==> src/rtl/uart_rx_pkg.sv <==
package uart_rx_pkg;

  typedef struct packed {
    logic [7:0] data;
    logic       pe;
    logic       fe;
    logic       bi;
  } rx_char_t;

  typedef enum logic [2:0] {
    RX_IDLE,
    RX_START,
    RX_DATA,
    RX_PAR,
    RX_STOP,
    RX_BRK
  } rx_state_e;

  localparam int LSR_DR   = 0;
  localparam int LSR_OE   = 1;
  localparam int LSR_PE   = 2;
  localparam int LSR_FE   = 3;
  localparam int LSR_BI   = 4;
  localparam int LSR_THRE = 5;
  localparam int LSR_TEMT = 6;
  localparam int LSR_FERR = 7;

  localparam logic [7:0] LSR_RESET = 8'h60;

endpackage

==> src/rtl/uart_rx_sampler.sv <==
module uart_rx_sampler
  import uart_rx_pkg::*;
#(
  parameter int OSR  = 16,
  parameter int SYNC = 2
) (
  input  logic       clk,
  input  logic       rst,
  input  logic       rx_in,
  input  logic       baud_tick,
  input  logic [1:0] data_bits_sel,
  input  logic       parity_en,
  input  logic       parity_even,
  output logic       char_valid,
  output rx_char_t   char_out
);

  localparam int CW = $clog2(OSR);
  localparam logic [CW-1:0] HALF_C = CW'(OSR / 2 - 1);
  localparam logic [CW-1:0] LAST_C = CW'(OSR - 1);

  logic [SYNC-1:0] sync_q;
  logic            rx_s;
  rx_state_e       state;
  logic [CW-1:0]   cnt;
  logic [2:0]      bit_idx;
  logic [2:0]      last_idx;
  logic [7:0]      shreg;
  logic            par_bit;
  logic            all_zero;
  logic            perr;

  always_ff @(posedge clk) begin
    if (rst) sync_q <= '1;
    else     sync_q <= {sync_q[SYNC-2:0], rx_in};
  end

  assign rx_s     = sync_q[SYNC-1];
  assign last_idx = 3'd4 + {1'b0, data_bits_sel};

  always_comb perr = parity_en & ((^shreg) ^ par_bit ^ !parity_even);

  always_ff @(posedge clk) begin
    if (rst) begin
      state      <= RX_IDLE;
      cnt        <= '0;
      bit_idx    <= '0;
      shreg      <= '0;
      par_bit    <= 1'b0;
      all_zero   <= 1'b1;
      char_valid <= 1'b0;
      char_out   <= '0;
    end else begin
      char_valid <= 1'b0;
      if (baud_tick) begin
        case (state)
          RX_IDLE: begin
            if (!rx_s) begin
              state <= RX_START;
              cnt   <= '0;
            end
          end
          RX_START: begin
            if (cnt == HALF_C) begin
              cnt <= '0;
              if (!rx_s) begin
                state    <= RX_DATA;
                bit_idx  <= '0;
                shreg    <= '0;
                par_bit  <= 1'b0;
                all_zero <= 1'b1;
              end else begin
                state <= RX_IDLE;
              end
            end else begin
              cnt <= cnt + 1'b1;
            end
          end
          RX_DATA: begin
            if (cnt == LAST_C) begin
              cnt            <= '0;
              shreg[bit_idx] <= rx_s;
              if (rx_s) all_zero <= 1'b0;
              if (bit_idx == last_idx) state <= parity_en ? RX_PAR : RX_STOP;
              else                     bit_idx <= bit_idx + 3'd1;
            end else begin
              cnt <= cnt + 1'b1;
            end
          end
          RX_PAR: begin
            if (cnt == LAST_C) begin
              cnt     <= '0;
              par_bit <= rx_s;
              if (rx_s) all_zero <= 1'b0;
              state   <= RX_STOP;
            end else begin
              cnt <= cnt + 1'b1;
            end
          end
          RX_STOP: begin
            if (cnt == LAST_C) begin
              cnt        <= '0;
              char_valid <= 1'b1;
              if (rx_s) begin
                char_out.data <= shreg;
                char_out.pe   <= perr;
                char_out.fe   <= 1'b0;
                char_out.bi   <= 1'b0;
                state         <= RX_IDLE;
              end else if (all_zero) begin
                char_out <= '0;
                char_out.bi <= 1'b1;
                state <= RX_BRK;
              end else begin
                char_out.data <= shreg;
                char_out.pe   <= perr;
                char_out.fe   <= 1'b1;
                char_out.bi   <= 1'b0;
                state         <= RX_DATA;
                bit_idx       <= '0;
                shreg         <= '0;
                par_bit       <= 1'b0;
                all_zero      <= 1'b1;
              end
            end else begin
              cnt <= cnt + 1'b1;
            end
          end
          RX_BRK: begin
            if (rx_s) state <= RX_IDLE;
          end
          default: state <= RX_IDLE;
        endcase
      end
    end
  end


  valid_pulse_chk: assert property (@(posedge clk) disable iff (rst)
    char_valid |=> !char_valid);


  break_quiet_chk: assert property (@(posedge clk) disable iff (rst)
    (state == RX_BRK) |=> !char_valid);


  narrow_zero_chk: assert property (@(posedge clk) disable iff (rst)
    (char_valid && data_bits_sel == 2'd0) |-> (char_out.data[7:5] == 3'b000));

endmodule

==> src/rtl/uart_rx_fifo.sv <==
module uart_rx_fifo
  import uart_rx_pkg::*;
#(
  parameter int DEPTH = 16
) (
  input  logic               clk,
  input  logic               rst,
  input  logic               flush,
  input  logic               one_deep,
  input  logic               push,
  input  rx_char_t           push_word,
  input  logic               pop,
  output rx_char_t           head,
  output logic               full,
  output logic               empty,
  output logic [$clog2(DEPTH):0] err_cnt
);

  localparam int AW = $clog2(DEPTH);
  localparam logic [AW:0] DEPTH_C = (AW + 1)'(DEPTH);

  rx_char_t      mem [DEPTH];
  logic [AW-1:0] wr_ptr;
  logic [AW-1:0] rd_ptr;
  logic [AW:0]   count;
  logic          do_push;
  logic          do_pop;
  logic          push_e;
  logic          pop_e;

  assign empty   = (count == '0);
  assign full    = one_deep ? !empty : (count == DEPTH_C);
  assign do_push = push && !full && !flush;
  assign do_pop  = pop && !empty && !flush;
  assign push_e  = do_push && (push_word.pe || push_word.fe || push_word.bi);
  assign pop_e   = do_pop && (head.pe || head.fe || head.bi);
  assign head    = mem[rd_ptr];

  always_ff @(posedge clk) begin
    if (do_push) mem[wr_ptr] <= push_word;
  end

  always_ff @(posedge clk) begin
    if (rst || flush) begin
      wr_ptr  <= '0;
      rd_ptr  <= '0;
      count   <= '0;
      err_cnt <= '0;
    end else begin
      if (do_push) wr_ptr <= wr_ptr + 1'b1;
      if (do_pop)  rd_ptr <= rd_ptr + 1'b1;
      case ({do_push, do_pop})
        2'b10:   count <= count + 1'b1;
        2'b01:   count <= count - 1'b1;
        default: count <= count;
      endcase
      case ({push_e, pop_e})
        2'b10:   err_cnt <= err_cnt + 1'b1;
        2'b01:   err_cnt <= err_cnt - 1'b1;
        default: err_cnt <= err_cnt;
      endcase
    end
  end


  count_bound_chk: assert property (@(posedge clk) disable iff (rst)
    count <= DEPTH_C);


  full_hold_chk: assert property (@(posedge clk) disable iff (rst)
    (push && full && !pop && !flush) |=> $stable(count));


  err_bound_chk: assert property (@(posedge clk) disable iff (rst)
    err_cnt <= count);

endmodule

==> src/rtl/uart_rx_status.sv <==
module uart_rx_status
  import uart_rx_pkg::*;
#(
  parameter int DEPTH = 16
) (
  input  logic                   clk,
  input  logic                   rst,
  input  logic                   fifo_mode,
  input  logic                   flush,
  input  logic                   rd_status_stb,
  input  logic                   head_change,
  input  logic                   push_err,
  input  logic                   ovr_evt,
  input  rx_char_t               head,
  input  logic                   empty,
  input  logic [$clog2(DEPTH):0] err_cnt,
  input  logic                   thr_empty,
  input  logic                   tsr_idle,
  output logic [7:0]             lsr_out,
  output logic [7:0]             rx_data
);

  logic       err_mask;
  logic       fifo_err;
  logic       ovr;
  logic [7:0] lsr_d;
  logic       show;

  always_ff @(posedge clk) begin
    if (rst || flush) begin
      err_mask <= 1'b0;
      fifo_err <= 1'b0;
    end else begin
      if (head_change)        err_mask <= 1'b0;
      else if (rd_status_stb) err_mask <= 1'b1;
      if (fifo_mode && push_err)             fifo_err <= 1'b1;
      else if (rd_status_stb && err_cnt == '0) fifo_err <= 1'b0;
    end
  end

  always_ff @(posedge clk) begin
    if (rst)                ovr <= 1'b0;
    else if (ovr_evt)       ovr <= 1'b1;
    else if (rd_status_stb) ovr <= 1'b0;
  end

  assign show = !empty && !err_mask;

  always_comb begin
    lsr_d           = '0;
    lsr_d[LSR_DR]   = !empty;
    lsr_d[LSR_OE]   = ovr;
    lsr_d[LSR_PE]   = show && head.pe;
    lsr_d[LSR_FE]   = show && head.fe;
    lsr_d[LSR_BI]   = show && head.bi;
    lsr_d[LSR_THRE] = thr_empty;
    lsr_d[LSR_TEMT] = thr_empty && tsr_idle;
    lsr_d[LSR_FERR] = fifo_err;
  end

  always_ff @(posedge clk) begin
    if (rst) begin
      lsr_out <= LSR_RESET;
      rx_data <= '0;
    end else begin
      lsr_out <= lsr_d;
      rx_data <= empty ? 8'h00 : head.data;
    end
  end


  temt_thre_chk: assert property (@(posedge clk) disable iff (rst)
    lsr_out[LSR_TEMT] |-> lsr_out[LSR_THRE]);


  ovr_capture_chk: assert property (@(posedge clk) disable iff (rst)
    ovr_evt |=> ovr);


  ferr_keep_chk: assert property (@(posedge clk) disable iff (rst)
    (fifo_err && err_cnt != '0 && !flush) |=> fifo_err);


  dr_drop_chk: assert property (@(posedge clk) disable iff (rst)
    empty |=> !lsr_out[LSR_DR]);

endmodule

==> src/rtl/uart_rx_lsr.sv <==
module uart_rx_lsr
  import uart_rx_pkg::*;
#(
  parameter int DEPTH = 16,
  parameter int OSR   = 16,
  parameter int SYNC  = 2
) (
  input  logic       clk,
  input  logic       rst,
  input  logic       rx_in,
  input  logic       baud_tick,
  input  logic [1:0] data_bits_sel,
  input  logic       parity_en,
  input  logic       parity_even,
  input  logic       fifo_mode,
  input  logic       rd_data_stb,
  input  logic       rd_status_stb,
  input  logic       thr_empty,
  input  logic       tsr_idle,
  output logic [7:0] rx_data,
  output logic [7:0] lsr_out
);

  localparam int AW = $clog2(DEPTH);

  logic          char_valid;
  rx_char_t      char_word;
  rx_char_t      head;
  logic          full;
  logic          empty;
  logic [AW:0]   err_cnt;
  logic          mode_q;
  logic          flush;
  logic          pop_eff;
  logic          push_ok;
  logic          head_change;
  logic          push_err;
  logic          ovr_evt;

  always_ff @(posedge clk) begin
    mode_q <= fifo_mode;
  end

  assign flush       = !rst && (fifo_mode != mode_q);
  assign pop_eff     = rd_data_stb && !empty;
  assign push_ok     = char_valid && !full;
  assign head_change = pop_eff || (push_ok && empty) || flush;
  assign push_err    = push_ok && (char_word.pe || char_word.fe || char_word.bi);
  assign ovr_evt     = char_valid && full;

  uart_rx_sampler #(.OSR(OSR), .SYNC(SYNC)) u_sampler (
    .clk           (clk),
    .rst           (rst),
    .rx_in         (rx_in),
    .baud_tick     (baud_tick),
    .data_bits_sel (data_bits_sel),
    .parity_en     (parity_en),
    .parity_even   (parity_even),
    .char_valid    (char_valid),
    .char_out      (char_word)
  );

  uart_rx_fifo #(.DEPTH(DEPTH)) u_fifo (
    .clk       (clk),
    .rst       (rst),
    .flush     (flush),
    .one_deep  (!fifo_mode),
    .push      (char_valid),
    .push_word (char_word),
    .pop       (rd_data_stb),
    .head      (head),
    .full      (full),
    .empty     (empty),
    .err_cnt   (err_cnt)
  );

  uart_rx_status #(.DEPTH(DEPTH)) u_status (
    .clk           (clk),
    .rst           (rst),
    .fifo_mode     (fifo_mode),
    .flush         (flush),
    .rd_status_stb (rd_status_stb),
    .head_change   (head_change),
    .push_err      (push_err),
    .ovr_evt       (ovr_evt),
    .head          (head),
    .empty         (empty),
    .err_cnt       (err_cnt),
    .thr_empty     (thr_empty),
    .tsr_idle      (tsr_idle),
    .lsr_out       (lsr_out),
    .rx_data       (rx_data)
  );

endmodule

==> config.mk <==
export PLATFORM = sky130hd
export DESIGN_NAME = uart_rx_lsr
export DESIGN_NICKNAME = d
export VERILOG_FILES = /design/src/rtl/uart_rx_pkg.sv /design/src/rtl/uart_rx_sampler.sv /design/src/rtl/uart_rx_fifo.sv /design/src/rtl/uart_rx_status.sv /design/src/rtl/uart_rx_lsr.sv
export SDC_FILE = /design/constraint.sdc
export NUM_CORES = 1
export LEC_CHECK = 0
export ABC_AREA = 1
export BUFFER_PORTS_ARGS = -buffer_cell sky130_fd_sc_hd__buf_2
export CELL_PAD_IN_SITES_DETAIL_PLACEMENT = 0
export CELL_PAD_IN_SITES_GLOBAL_PLACEMENT = 1
export CORE_MARGIN = 10
export CORE_UTILIZATION = 35
export DETAILED_ROUTE_END_ITERATION = 16
export PLACE_DENSITY_LB_ADDON = 0.15
export SYNTH_ARGS = -nofsm -noshare
export SYNTH_HDL_FRONTEND = slang
export SYNTH_SLANG_ARGS = --single-unit
==> constraint.sdc <==
create_clock -name clk -period 4.25 [get_ports clk]
set_input_delay 0.425 -clock clk [delete_from_list [all_inputs] [get_ports clk]]
set_output_delay 0.425 -clock clk [all_outputs]
set_load 0.02 [all_outputs]
[Yosys cells after proc, flatten, opt, wreduce, memory -nomap -nowiden]
Memories as Yosys holds them, arrays and structs flattened. A register that Yosys moved wholly into a read port is not among the register bits.
Cells that the tools add are included.
W data, S select, Z words.
Storage, ports and cells
  register bits: 72
  bits in latches: 0
  bits in writable memories: 176
  ROM bits: 0
  input bits: 13
  output and inout port bits: 16
  word-level logic and storage cells: 182
  memories kept: 1
Memory list
  u_fifo.mem: depth 16, width 11, rd ports 1, clocked after Yosys merged registers in 1, write ports 1, line uart_rx_fifo.sv:22  | rx_char_t mem [DEPTH];
Operators by class
  $add $sub $neg: 9
  multiply operators: 0
  divide/modulo/power cells: 0
  $lt $le $gt $ge: 2
  equality and inequality tests: 27
  shifts and indexed selects: 0
  mux-type cells: 61
  bitwise operators: 5
  reduce and logical (&&, ||, !) cells: 55
Operator list (number)
  $mux W3: 17
  $mux W8: 6
  $pmux W8 S3: 1
  $reduce_and A8 Y1: 3
  $mux W11: 2
  $mux W1: 20
  $mux W4: 5
  $pmux W5 S2: 2
  $logic_and A1 B1 Y1: 18
  $pmux W3 S6: 1
  $ne A2 B1 Y1 const B: 8
  $add A4 B1 Y4 const B: 3
  $pmux W4 S3: 1
  $reduce_bool A3 Y1: 4
  $add A5 B1 Y5 const B: 2
  $logic_not A5 Y1: 2
  $ne A2 B2 Y1 const B: 5
  $sub A5 B1 Y5 const B: 2
  $pmux W3 S3: 1
  $reduce_and A9 Y1: 1
  $bwmux W8: 1
  $reduce_bool A2 Y1: 4
  $reduce_xor A8 Y1: 1
  $logic_or A1 B1 Y1: 7
  26 further kinds: 42

[Longest topological paths before layout]
  depth after elaboration: 9
  mapped depth: 21
  mapped depth without buffers: 19

[Cells and area by module]
Synthesis repeated with hierarchy kept, for this count alone.
Second synthesis, totals
  cells, all modules: 1100
  area total of the unflattened synthesis: 11069.4 µm²
Modules (own cells, without submodules)
  uart_rx_fifo: instances 1, cells each 694, area an instance 8287.9 µm², sequential area each 5725.5 µm²
  uart_rx_sampler: instances 1, cells each 326, area an instance 2109.5 µm², sequential area each 680.7 µm²
  uart_rx_status: instances 1, cells each 62, area an instance 583.1 µm², sequential area each 380.4 µm²
  uart_rx_lsr: instances 1, cells each 18, area an instance 88.8 µm², sequential area each 20.0 µm²

[Least setup slack after synthesis]
Ideal clock, no wire load.
  path type: register to register
  start: register with a tool-made name
  end: register u_fifo.err_cnt[4]
  library setup time: 0.132 ns
  arrival: 2.392 ns
  required time: 4.118 ns
  slack: 1.726 ns
  stages on the path, launching flop included: 22
  path buffers: 3
  clock period less this slack: 2.524 ns
  path through: dfxtp_1 > buf_4 > inv_2 > buf_6 > buf_6 > nand2_1 > nand3_1 > nand3_1 > nand3_1 > nand2_1 > nor2_1 > a21oi_1 > ha_1 > inv_1 > fa_1 > inv_1 > nand2_1 > nand2_1 > a21oi_1 > xor2_1 > nand2_1 > a21oi_1
RTL lines
  end signal, assigned: line uart_rx_fifo.sv:58  | 2'b10: err_cnt <= err_cnt + 1'b1;
  end signal, assigned: line uart_rx_fifo.sv:59  | 2'b01: err_cnt <= err_cnt - 1'b1;
  end signal, assigned: line uart_rx_fifo.sv:60  | default: err_cnt <= err_cnt;
  end, declared: line uart_rx_fifo.sv:16  | output logic [$clog2(DEPTH):0] err_cnt

==> results.cfg <==
[grt]
antenna_found_initial = 0
grt_max_degree = 63
grt_pass1_wl_um = 41300
first_global_vias = 7456
grt.total_usage_pct = 13.2
overflow = 0

[power]
p_per_area_nw_per_um2 = 454
p_leak_nw = 4.62
ir_worst_vdd_v = 0.000357
power_mw = 5.60

[floorplanning]
pin_count = 29
core_um2 = 30600
start_util_pct = 35.5
die_w_um = 196
num_rows = 64
fp.dieH_um = 196
dieArea_um2 = 38500

[yosys]
synth_fp_nets = 1129
netlist-cell-type-count = 39
synth.largest_area_cell = edfxtp_1
ys_ff_latch = 252
synth_area_um2 = 10900
yosysSeqAreaShare_pct = 62.6
synth.top_cells.by_area = edfxtp_1 (49%), dfxtp_1 (14%), nand2_1 (7.0%)
yosys-top-cells-count = nand2_1 (203), edfxtp_1 (176), nor2_1 (129)
syn_area_per_cell_um2 = 9.89
yosysTopAreaCellShare_pct = 48.6
synth.most_common_cell = nand2_1
ys.flop_type = edfxtp_1
ys_async_sr_fraction_pct = 0
syn_inst = 1099
ys.warnings.count = 0
synth_edf_count = 176

[layout]
stdcell_count = 1550
fillCellCount = 3056
syn2layout_area_growth_pct = 13.5
diodes = 0
drive_above_1_share_pct = 11.6
final_net_count = 1162
design_area_um2 = 12300
final_util_pct = 40.3

[timing]
fmax_ghz = 0.302
setup_violations = 0
skew_ps = 9.74
fin_hold_ws_ps = 47.4
setup-tns-final_ps = 0
hold_viol = 0
slew_violations = 0
fin_ws_ps = 938
timing.final.crit_share_pct = 77.9
min_period_ps = 3310
rsz0062_at_grt = false
slew_headroom_pct = 45.7
worst_slew_pin_slew_ps = 814

[routing]
dr_wl_met3_um = 699
wl_met2_um = 12400
met1Wirelength_um = 11900
wl_per_cell_um = 16.4
drc = 0
firstDrtPassIters = 7
via_per_inst = 4.79
routed.top_layer = met4
antenna_left = 0
dr.first_iter.drc_count = 379
wirelength_um = 25400
route.vias.total = 7429

[setup_path]
timing_worst_setup_path_type = flip-flop to flip-flop
cp-end-kind = flip-flop
crit_buf_inv = 4
cp.arrival_ps = 3710
crit_chain = buf_4 > nor2_1 > nor2_1 > o21ai_0 > nand3_1 > nand3_1 > nand2_1 > inv_1 > a21oi_1 > ha_1 > inv_1 > fa_1 > inv_1 > nand2_1 > nand2_1 > a21oi_1 > xor2_1 > nand2_1 > a21oi_1
path_delay_family = flip-flops
start_kind = flip-flop
slowest_stage = dfxtp_2
crit_cells = 19
cpPeakStageDelay_ps = 700
r2r_cells = 19
crit_path_max_fanout = 41
crit_required_ps = 4650
worst_path_most_repeated_cell = nand2_1

[worst_hold_path]
whs_path_depth = 1
hold_class = input port to flip-flop

[flow_run]
max-cap-violations = 0

[cts]
cts.sinks = 252
cts_setup_buffers = 0
htreeDepth = 1
clock_latency_ps = 540
numCtsBuffers = 29
postCtsHoldBufs = 0
cts_tree = yes
clk_path_buf_depth = 3
clk_pin_slew_worst_paths_ps = 60
root_buffer = clkbuf_16
cts_resized = 0

[placement]
dp.cells = 1497
hpwl_um = 16400
place_congestion = 0.754
pre_cts_ws_ps = 849
placed_cell_area_um2 = 11400
port_buffers = 28

[run_status]
status = completed
final timing paths:
kind / slack [ps] / startpoint / to
worst max-delay path: 940 / flip-flop / u_fifo.err_cnt[4]$_SDFFE_PP0P_
worst min-delay path: 50 / fifo_mode / mode_q$_DFF_P_
worst max register to register: 940 / flip-flop / u_fifo.err_cnt[4]$_SDFFE_PP0P_
worst min register to register: 420 / u_sampler.sync_q[0]$_SDFF_PP1_ / u_sampler.sync_q[1]$_SDFF_PP1_
worst reg2reg max path, cell delays in order, from the launching register on:
cell	delay, ps
dfxtp_2	700
buf_4	470
nor2_1	110
nor2_1	90
o21ai_0	90
nand3_1	90
nand3_1	80
nand2_1	70
inv_1	50
a21oi_1	180
ha_1	290
inv_1	80
fa_1	400
inv_1	70
nand2_1	40
nand2_1	50
a21oi_1	60
xor2_1	140
nand2_1	60
a21oi_1	50
state kept, by name, indices dropped and copies added (netlist names), 2 cells and up, named ones only:
name                cells
u_fifo.count            5
u_fifo.err_cnt          5
u_fifo.mem            176
u_fifo.rd_ptr           4
u_fifo.wr_ptr           4
u_sampler.bit_idx       3
u_sampler.char_out     11
u_sampler.cnt           4
u_sampler.shreg         8
u_sampler.state         3
u_sampler.sync_q        2
u_status.lsr_out        8
u_status.rx_data        8
layer usage:
layer / vias to the layer above / global-route usage (%)
met5: - / 0
met4: 0 / 3.31
met3: 29 / 1.86
met2: 73 / 22.9
met1: 3533 / 16.8
li1: 3794 / -
cells in the final DEF, fill, tap and decap left out, drive strengths merged:
cell type and instances:
nand2 210, edfxtp 176, nor2 136, o21ai 107, inv 101, dfxtp 76, a21oi 73, nand3 72
buf 50, clkbuf 34, clkinv 16, ha 15, nor3 13, nand4 12, o211ai 11, o22ai 11
xnor2 9, or2 9, xor2 6, clkinvlp 5, bufinv 3, a211oi 2, fa 2, or3 1
and2 1, nand3b 1, o32ai 1, nor4 1
power breakdown:
| group | switching (mW) | internal, mW | total [mW] |
|---|---|---|---|
| clock | 0.979 | 1.45 | 2.43 |
| combinational | 0.366 | 0.154 | 0.520 |
| sequential | 0.0394 | 2.62 | 2.66 |
layout make-up:
class                   count  area (µm²)  area share [%]
clock buffers              34         754            6.11
clock inverters            19         179            1.45
inverters                 106         399            3.23
multi-input cells         693        3400            27.5
flip-flops and latches    252        6810            55.2
well taps                 396         495            4.01
repair buffers             50         305            2.47
kinds of logic (layout without fill, tap and decap cells):
| group | after synthesis | in the layout | share of synthesized area (%) |
|---|---|---|---|
| AOI/OAI and AO/OA | 205 | 205 | 9.93 |
| and+or+nand+nor | 456 | 456 | 18.0 |
| buffers and inverters | 154 | 209 | 6.12 |
| adders and majority gates | 17 | 17 | 2.10 |
| xor gates and xnor gates | 15 | 15 | 1.21 |
| DFF | 252 | 252 | 62.6 |
(Power assumes the default switching activity.)
